[src/rtl/ewalk_pkg.sv]
package ewalk_pkg;
  typedef enum logic [1:0] {
    ST_OK    = 2'b00,
    ST_INVAL = 2'b01,
    ST_IOERR = 2'b10
  } ewalk_status_e;

  typedef enum logic {
    WK_IDLE = 1'b0,
    WK_RUN  = 1'b1
  } ewalk_state_e;
endpackage

[src/rtl/ewalk_region_map.sv]
module ewalk_region_map #(
  parameter int AW          = 32,
  parameter int R0_BLK_LOG2 = 14,
  parameter int R0_BLOCKS   = 8,
  parameter int R1_BLK_LOG2 = 17
) (
  input  logic [AW-1:0] addr,
  output logic [AW-1:0] base,
  output logic [AW-1:0] blk
);
  localparam logic [AW-1:0] R1_BASE = AW'(R0_BLOCKS) << R0_BLK_LOG2;
  localparam logic [AW-1:0] R0_SIZE = AW'(1) << R0_BLK_LOG2;
  localparam logic [AW-1:0] R1_SIZE = AW'(1) << R1_BLK_LOG2;

  function automatic logic [AW-1:0] base_of(input logic [AW-1:0] a);
    return (a >= R1_BASE) ? R1_BASE : '0;
  endfunction

  function automatic logic [AW-1:0] size_of(input logic [AW-1:0] a);
    return (a >= R1_BASE) ? R1_SIZE : R0_SIZE;
  endfunction

  assign base = base_of(addr);
  assign blk  = size_of(addr);
endmodule

[src/rtl/ewalk_range_check.sv]
module ewalk_range_check #(
  parameter int ADDR_W      = 32,
  parameter int R0_BLK_LOG2 = 14,
  parameter int R0_BLOCKS   = 8,
  parameter int R1_BLK_LOG2 = 17,
  parameter int R1_BLOCKS   = 31
) (
  input  logic [ADDR_W-1:0] start,
  input  logic [ADDR_W-1:0] len,
  output logic              start_ok,
  output logic              end_ok,
  output logic              fits
);
  localparam int EW = ADDR_W + 1;
  localparam logic [EW-1:0] ARR_SIZE =
    (EW'(R0_BLOCKS) << R0_BLK_LOG2) + (EW'(R1_BLOCKS) << R1_BLK_LOG2);

  logic [EW-1:0] s_ext, e_ext, s_base, s_blk, e_base, e_blk;

  function automatic logic on_grid(input logic [EW-1:0] a,
                                   input logic [EW-1:0] b,
                                   input logic [EW-1:0] sz);
    return ((a - b) & (sz - EW'(1))) == '0;
  endfunction

  assign s_ext = {1'b0, start};
  assign e_ext = {1'b0, start} + {1'b0, len};

  ewalk_region_map #(.AW(EW), .R0_BLK_LOG2(R0_BLK_LOG2), .R0_BLOCKS(R0_BLOCKS),
                     .R1_BLK_LOG2(R1_BLK_LOG2))
    u_smap (.addr(s_ext), .base(s_base), .blk(s_blk));

  ewalk_region_map #(.AW(EW), .R0_BLK_LOG2(R0_BLK_LOG2), .R0_BLOCKS(R0_BLOCKS),
                     .R1_BLK_LOG2(R1_BLK_LOG2))
    u_emap (.addr(e_ext), .base(e_base), .blk(e_blk));

  assign start_ok = on_grid(s_ext, s_base, s_blk);
  assign end_ok   = on_grid(e_ext, e_base, e_blk);
  assign fits     = e_ext <= ARR_SIZE;
endmodule

[src/rtl/erase_range_walker.sv]
module erase_range_walker
  import ewalk_pkg::*;
#(
  parameter int ADDR_W      = 32,
  parameter int R0_BLK_LOG2 = 14,
  parameter int R0_BLOCKS   = 8,
  parameter int R1_BLK_LOG2 = 17,
  parameter int R1_BLOCKS   = 31
) (
  input  logic              clk,
  input  logic              rst_n,
  input  logic              req_valid,
  input  logic [ADDR_W-1:0] req_addr,
  input  logic [ADDR_W-1:0] req_len,
  output logic              busy,
  output logic              erase_req,
  output logic [ADDR_W-1:0] erase_addr,
  input  logic              erase_ack,
  input  logic              erase_fail,
  output logic              done,
  output logic [1:0]        status
);
  localparam logic [ADDR_W-1:0] R1_BASE = ADDR_W'(R0_BLOCKS) << R0_BLK_LOG2;

  ewalk_state_e      state_q;
  ewalk_status_e     status_q;
  logic              done_q;
  logic [ADDR_W-1:0] cur_q, remain_q;
  logic [ADDR_W-1:0] cur_base, cur_blk, next_addr;
  logic              start_ok, end_ok, fits, range_ok;

  // Named events for the checker
  logic accept_ev, step_ev, fail_ev, last_ev, leave_r0_ev;

  ewalk_range_check #(.ADDR_W(ADDR_W), .R0_BLK_LOG2(R0_BLK_LOG2), .R0_BLOCKS(R0_BLOCKS),
                      .R1_BLK_LOG2(R1_BLK_LOG2), .R1_BLOCKS(R1_BLOCKS))
    u_range (.start(req_addr), .len(req_len), .start_ok(start_ok), .end_ok(end_ok), .fits(fits));

  ewalk_region_map #(.AW(ADDR_W), .R0_BLK_LOG2(R0_BLK_LOG2), .R0_BLOCKS(R0_BLOCKS),
                     .R1_BLK_LOG2(R1_BLK_LOG2))
    u_cur (.addr(cur_q), .base(cur_base), .blk(cur_blk));

  assign range_ok    = start_ok && end_ok && fits;
  assign next_addr   = cur_q + cur_blk;
  assign accept_ev   = req_valid && (state_q == WK_IDLE);
  assign step_ev     = (state_q == WK_RUN) && erase_ack && !erase_fail;
  assign fail_ev     = (state_q == WK_RUN) && erase_ack && erase_fail;
  assign last_ev     = step_ev && (remain_q == cur_blk);
  assign leave_r0_ev = step_ev && !last_ev && (cur_base == '0) && (next_addr == R1_BASE);

  always_ff @(posedge clk) begin
    if (!rst_n) begin
      state_q  <= WK_IDLE;
      status_q <= ST_OK;
      done_q   <= 1'b0;
      cur_q    <= '0;
      remain_q <= '0;
    end else begin
      done_q <= 1'b0;
      unique case (state_q)
        WK_IDLE: begin
          if (accept_ev) begin
            if (!range_ok) begin
              done_q   <= 1'b1;
              status_q <= ST_INVAL;
            end else if (req_len == '0) begin
              done_q   <= 1'b1;
              status_q <= ST_OK;
            end else begin
              cur_q    <= req_addr;
              remain_q <= req_len;
              state_q  <= WK_RUN;
            end
          end
        end
        WK_RUN: begin
          if (fail_ev) begin
            done_q   <= 1'b1;
            status_q <= ST_IOERR;
            state_q  <= WK_IDLE;
          end else if (last_ev) begin
            done_q   <= 1'b1;
            status_q <= ST_OK;
            state_q  <= WK_IDLE;
          end else if (step_ev) begin
            cur_q    <= next_addr;
            remain_q <= remain_q - cur_blk;
          end
        end
        default: state_q <= WK_IDLE;
      endcase
    end
  end

  assign busy       = (state_q == WK_RUN);
  assign erase_req  = (state_q == WK_RUN);
  assign erase_addr = cur_q;
  assign done       = done_q;
  assign status     = status_q;
endmodule

[config.mk]
export PLATFORM = sky130hd
export DESIGN_NAME = erase_range_walker
export DESIGN_NICKNAME = d
export VERILOG_FILES = /design/src/rtl/ewalk_pkg.sv /design/src/rtl/ewalk_region_map.sv /design/src/rtl/ewalk_range_check.sv /design/src/rtl/erase_range_walker.sv
export SDC_FILE = /design/constraint.sdc
export NUM_CORES = 1
export LEC_CHECK = 0
export BUFFER_PORTS_ARGS = -buffer_cell sky130_fd_sc_hd__buf_2
export CORE_MARGIN = 10
export CORE_UTILIZATION = 65
export CTS_BUF_LIST = sky130_fd_sc_hd__clkbuf_8
export DETAILED_ROUTE_END_ITERATION = 6
export PLACE_DENSITY_LB_ADDON = 0.12
export SLEW_MARGIN = 30
export SYNTH_ARGS = -nofsm -noshare
export SYNTH_HDL_FRONTEND = slang
export SYNTH_HIERARCHICAL = 1
export SYNTH_SLANG_ARGS = --single-unit
[constraint.sdc]
create_clock -name clk -period 15.6 [get_ports clk]
set_clock_uncertainty 0.15 [all_clocks]
set_input_delay 1.56 -clock clk [delete_from_list [all_inputs] [get_ports clk]]
set_output_delay 1.56 -clock clk [all_outputs]
set_load 0.01 [all_outputs]
==> flow_summary.json <==
{
  "vias_per_cell": 6.13,
  "area_growth_pct": 1.29,
  "ioPinCount": 106,
  "design_area_um2": 15000,
  "wl_per_cell_um": 18.0,
  "r2r_start": "erase_addr[25]",
  "drt_iter0_markers": 1191,
  "worstMarginPinSlew_ns": 0.835,
  "grt_pass1_wl_mm": 67.4,
  "grt_setup_unrepaired": "no",
  "clock_sinks": 68,
  "setup_ws_ns": 5.28,
  "clockBufferDepth": 2,
  "powerDensity_nw_per_um2": 53.8,
  "path_class": "primary input to register",
  "max-vdd-ir-drop_uv": 44.4,
  "critPathMaxFanout": 76,
  "cts_root_buffer": "clkbuf_8",
  "clockPowerShare_pct": 19.7,
  "internal_power_uw": 442,
  "synth_cells": 2039,
  "status": "finished clean",
  "max_freq_ghz": 0.0969,
  "finalSetupViolCount": 0,
  "cp.arrival_ns": 10.47,
  "final_common_cell": "a21oi_1",
  "path_delay_family": "compound AO/OA/AOI/OAI gates",
  "die_y_um": 171,
  "nets": 2321,
  "min_from": "erase_addr[2]",
  "initial_core_util_pct": 65.7,
  "r2r_cells": 14,
  "cts_setup_buffers": 0,
  "final_cells": 2377,
  "portBuffers": 105,
  "dieArea_um2": 29200,
  "overflow": 0,
  "clock_latency_ns": 0.36,
  "dpl.hpwl_mm": 34.9,
  "postLayoutCoreUtil_pct": 66.5,
  "routabilityCongestion": 1.01,
  "cts_inserted_buffers": 9,
  "vias": 14600,
  "required_ns": 15.76,
  "fp-row-count": 55,
  "finalMaxSlewViolations": 0,
  "combPwrFrac_pct": 58.8,
  "timing.final.crit_share_pct": 66.1,
  "cpMaxStageDelayCell": "buf_4",
  "maxSlewHeadroom_pct": 43.8,
  "placed_area_um2": 14800,
  "cts_resized": 0,
  "drive_above_1_share_pct": 8.18,
  "fillCellCount": 2098,
  "crit_buf_inv": 4,
  "ctsHtreeMaxLevel": 3,
  "start_kind": "primary input",
  "cts_tree": "done",
  "die_w_um": 171,
  "p_sw_uw": 363,
  "hold_end": "erase_addr[2]",
  "path_clk_slew_ns": 0.08,
  "syn-mean-instance-area_um2": 7.25,
  "ant_nets": 0,
  "swShare_pct": 45.1,
  "grt_use_total_pct": 28.1,
  "coreArea_um2": 22500,
  "min_path_type": "register to register",
  "finalHoldViolCount": 0,
  "seq_power_share_pct": 21.6,
  "antenna_found_initial": 1,
  "grt_max_degree": 77,
  "p_leak_uw": 0.00666,
  "end_kind": "register",
  "post-place-ws_ns": 5.15,
  "firstDrtPassIters": 6,
  "rr_endpoint": "erase_addr[31]",
  "dp.cells": 2361,
  "cts_hold_buf": 0,
  "cp_num_cells": 35,
  "r2r_slack_ns": 11.05,
  "layout_min_cycle_time_ns": 10.32,
  "routed_wl_mm": 42.7,
  "layout_common_cells": "a21oi_1 (167), ha_1 (160), inv_1 (158), conb_1 (157), nor2_1 (142)",
  "grt_pass1_vias": 13400,
  "slowest_delay_ns": 0.62,
  "holdPathStages": 2,
  "yosysWarnings": 6,
  "finalSetupTns_ns": 0,
  "drc_errors": 0,
  "drv_cap": 0,
  "syn_area_um2": 14800
}
==> tightest hold or removal path, cell delays in order, from the launching register on <==
cell and delay (ns):
dfxtp_1 0.34, nand2_1 0.06, a21oi_1 0.05
==> area by class of cell <==
type / count / area (µm²) / share of cell area (%)
antenna: 1 / 2.50 / 0.0167
timing repair buffer: 109 / 563 / 3.76
tap: 285 / 357 / 2.38
inverter: 157 / 589 / 3.94
multi-input combinational: 1742 / 11900 / 79.4
sequential: 68 / 1370 / 9.12
clock inverter: 3 / 37.5 / 0.251
clock buffer: 12 / 165 / 1.10
==> power groups by stage <==
stage / registers [µW] / clock network, µW / logic, µW
6_report: 174 / 158 / 473
5_1_grt: 174 / 167 / 522
4_1_cts: 174 / 160 / 457
3_5_place_dp: 178 / 0 / 454
3_3_place_gp: 178 / 0 / 449
2_1_floorplan: 178 / 0 / 382
==> metrics by stage <==
stage / total power, µW / hold slack, ns
5_1_grt: 862 / 0.368
3_3_place_gp: 627 / 0.318
6_report: 805 / 0.355
4_1_cts: 791 / 0.349
2_1_floorplan: 561 / 0.316
3_5_place_dp: 632 / 0.337
==> layer usage <==
metal	up-vias	global-route usage, %	part of all wire (%)
met5	-	0	0
met4	0	8.43	3.0
met3	75	5.12	9.0
met2	586	42.6	42
met1	6676	39.4	46
li1	7234	-	-
==> registers in the layout (all words and copies together) (netlist names) <==
name / count
status: 2
erase_addr: 32
done: 1
busy: 1
remain_q: 32
==> worst max path at each step <==
| stage | startpoint | to |
|---|---|---|
| finish | req_addr[2] | erase_addr[31] |
| global route | req_addr[0] | erase_addr[31] |
| CTS | req_addr[0] | erase_addr[31] |
| detailed placement | req_addr[0] | erase_addr[31] |
| global placement | req_addr[0] | erase_addr[31] |
| floorplan | req_addr[0] | remain_q[13] |
(Power assumes the default switching activity.)
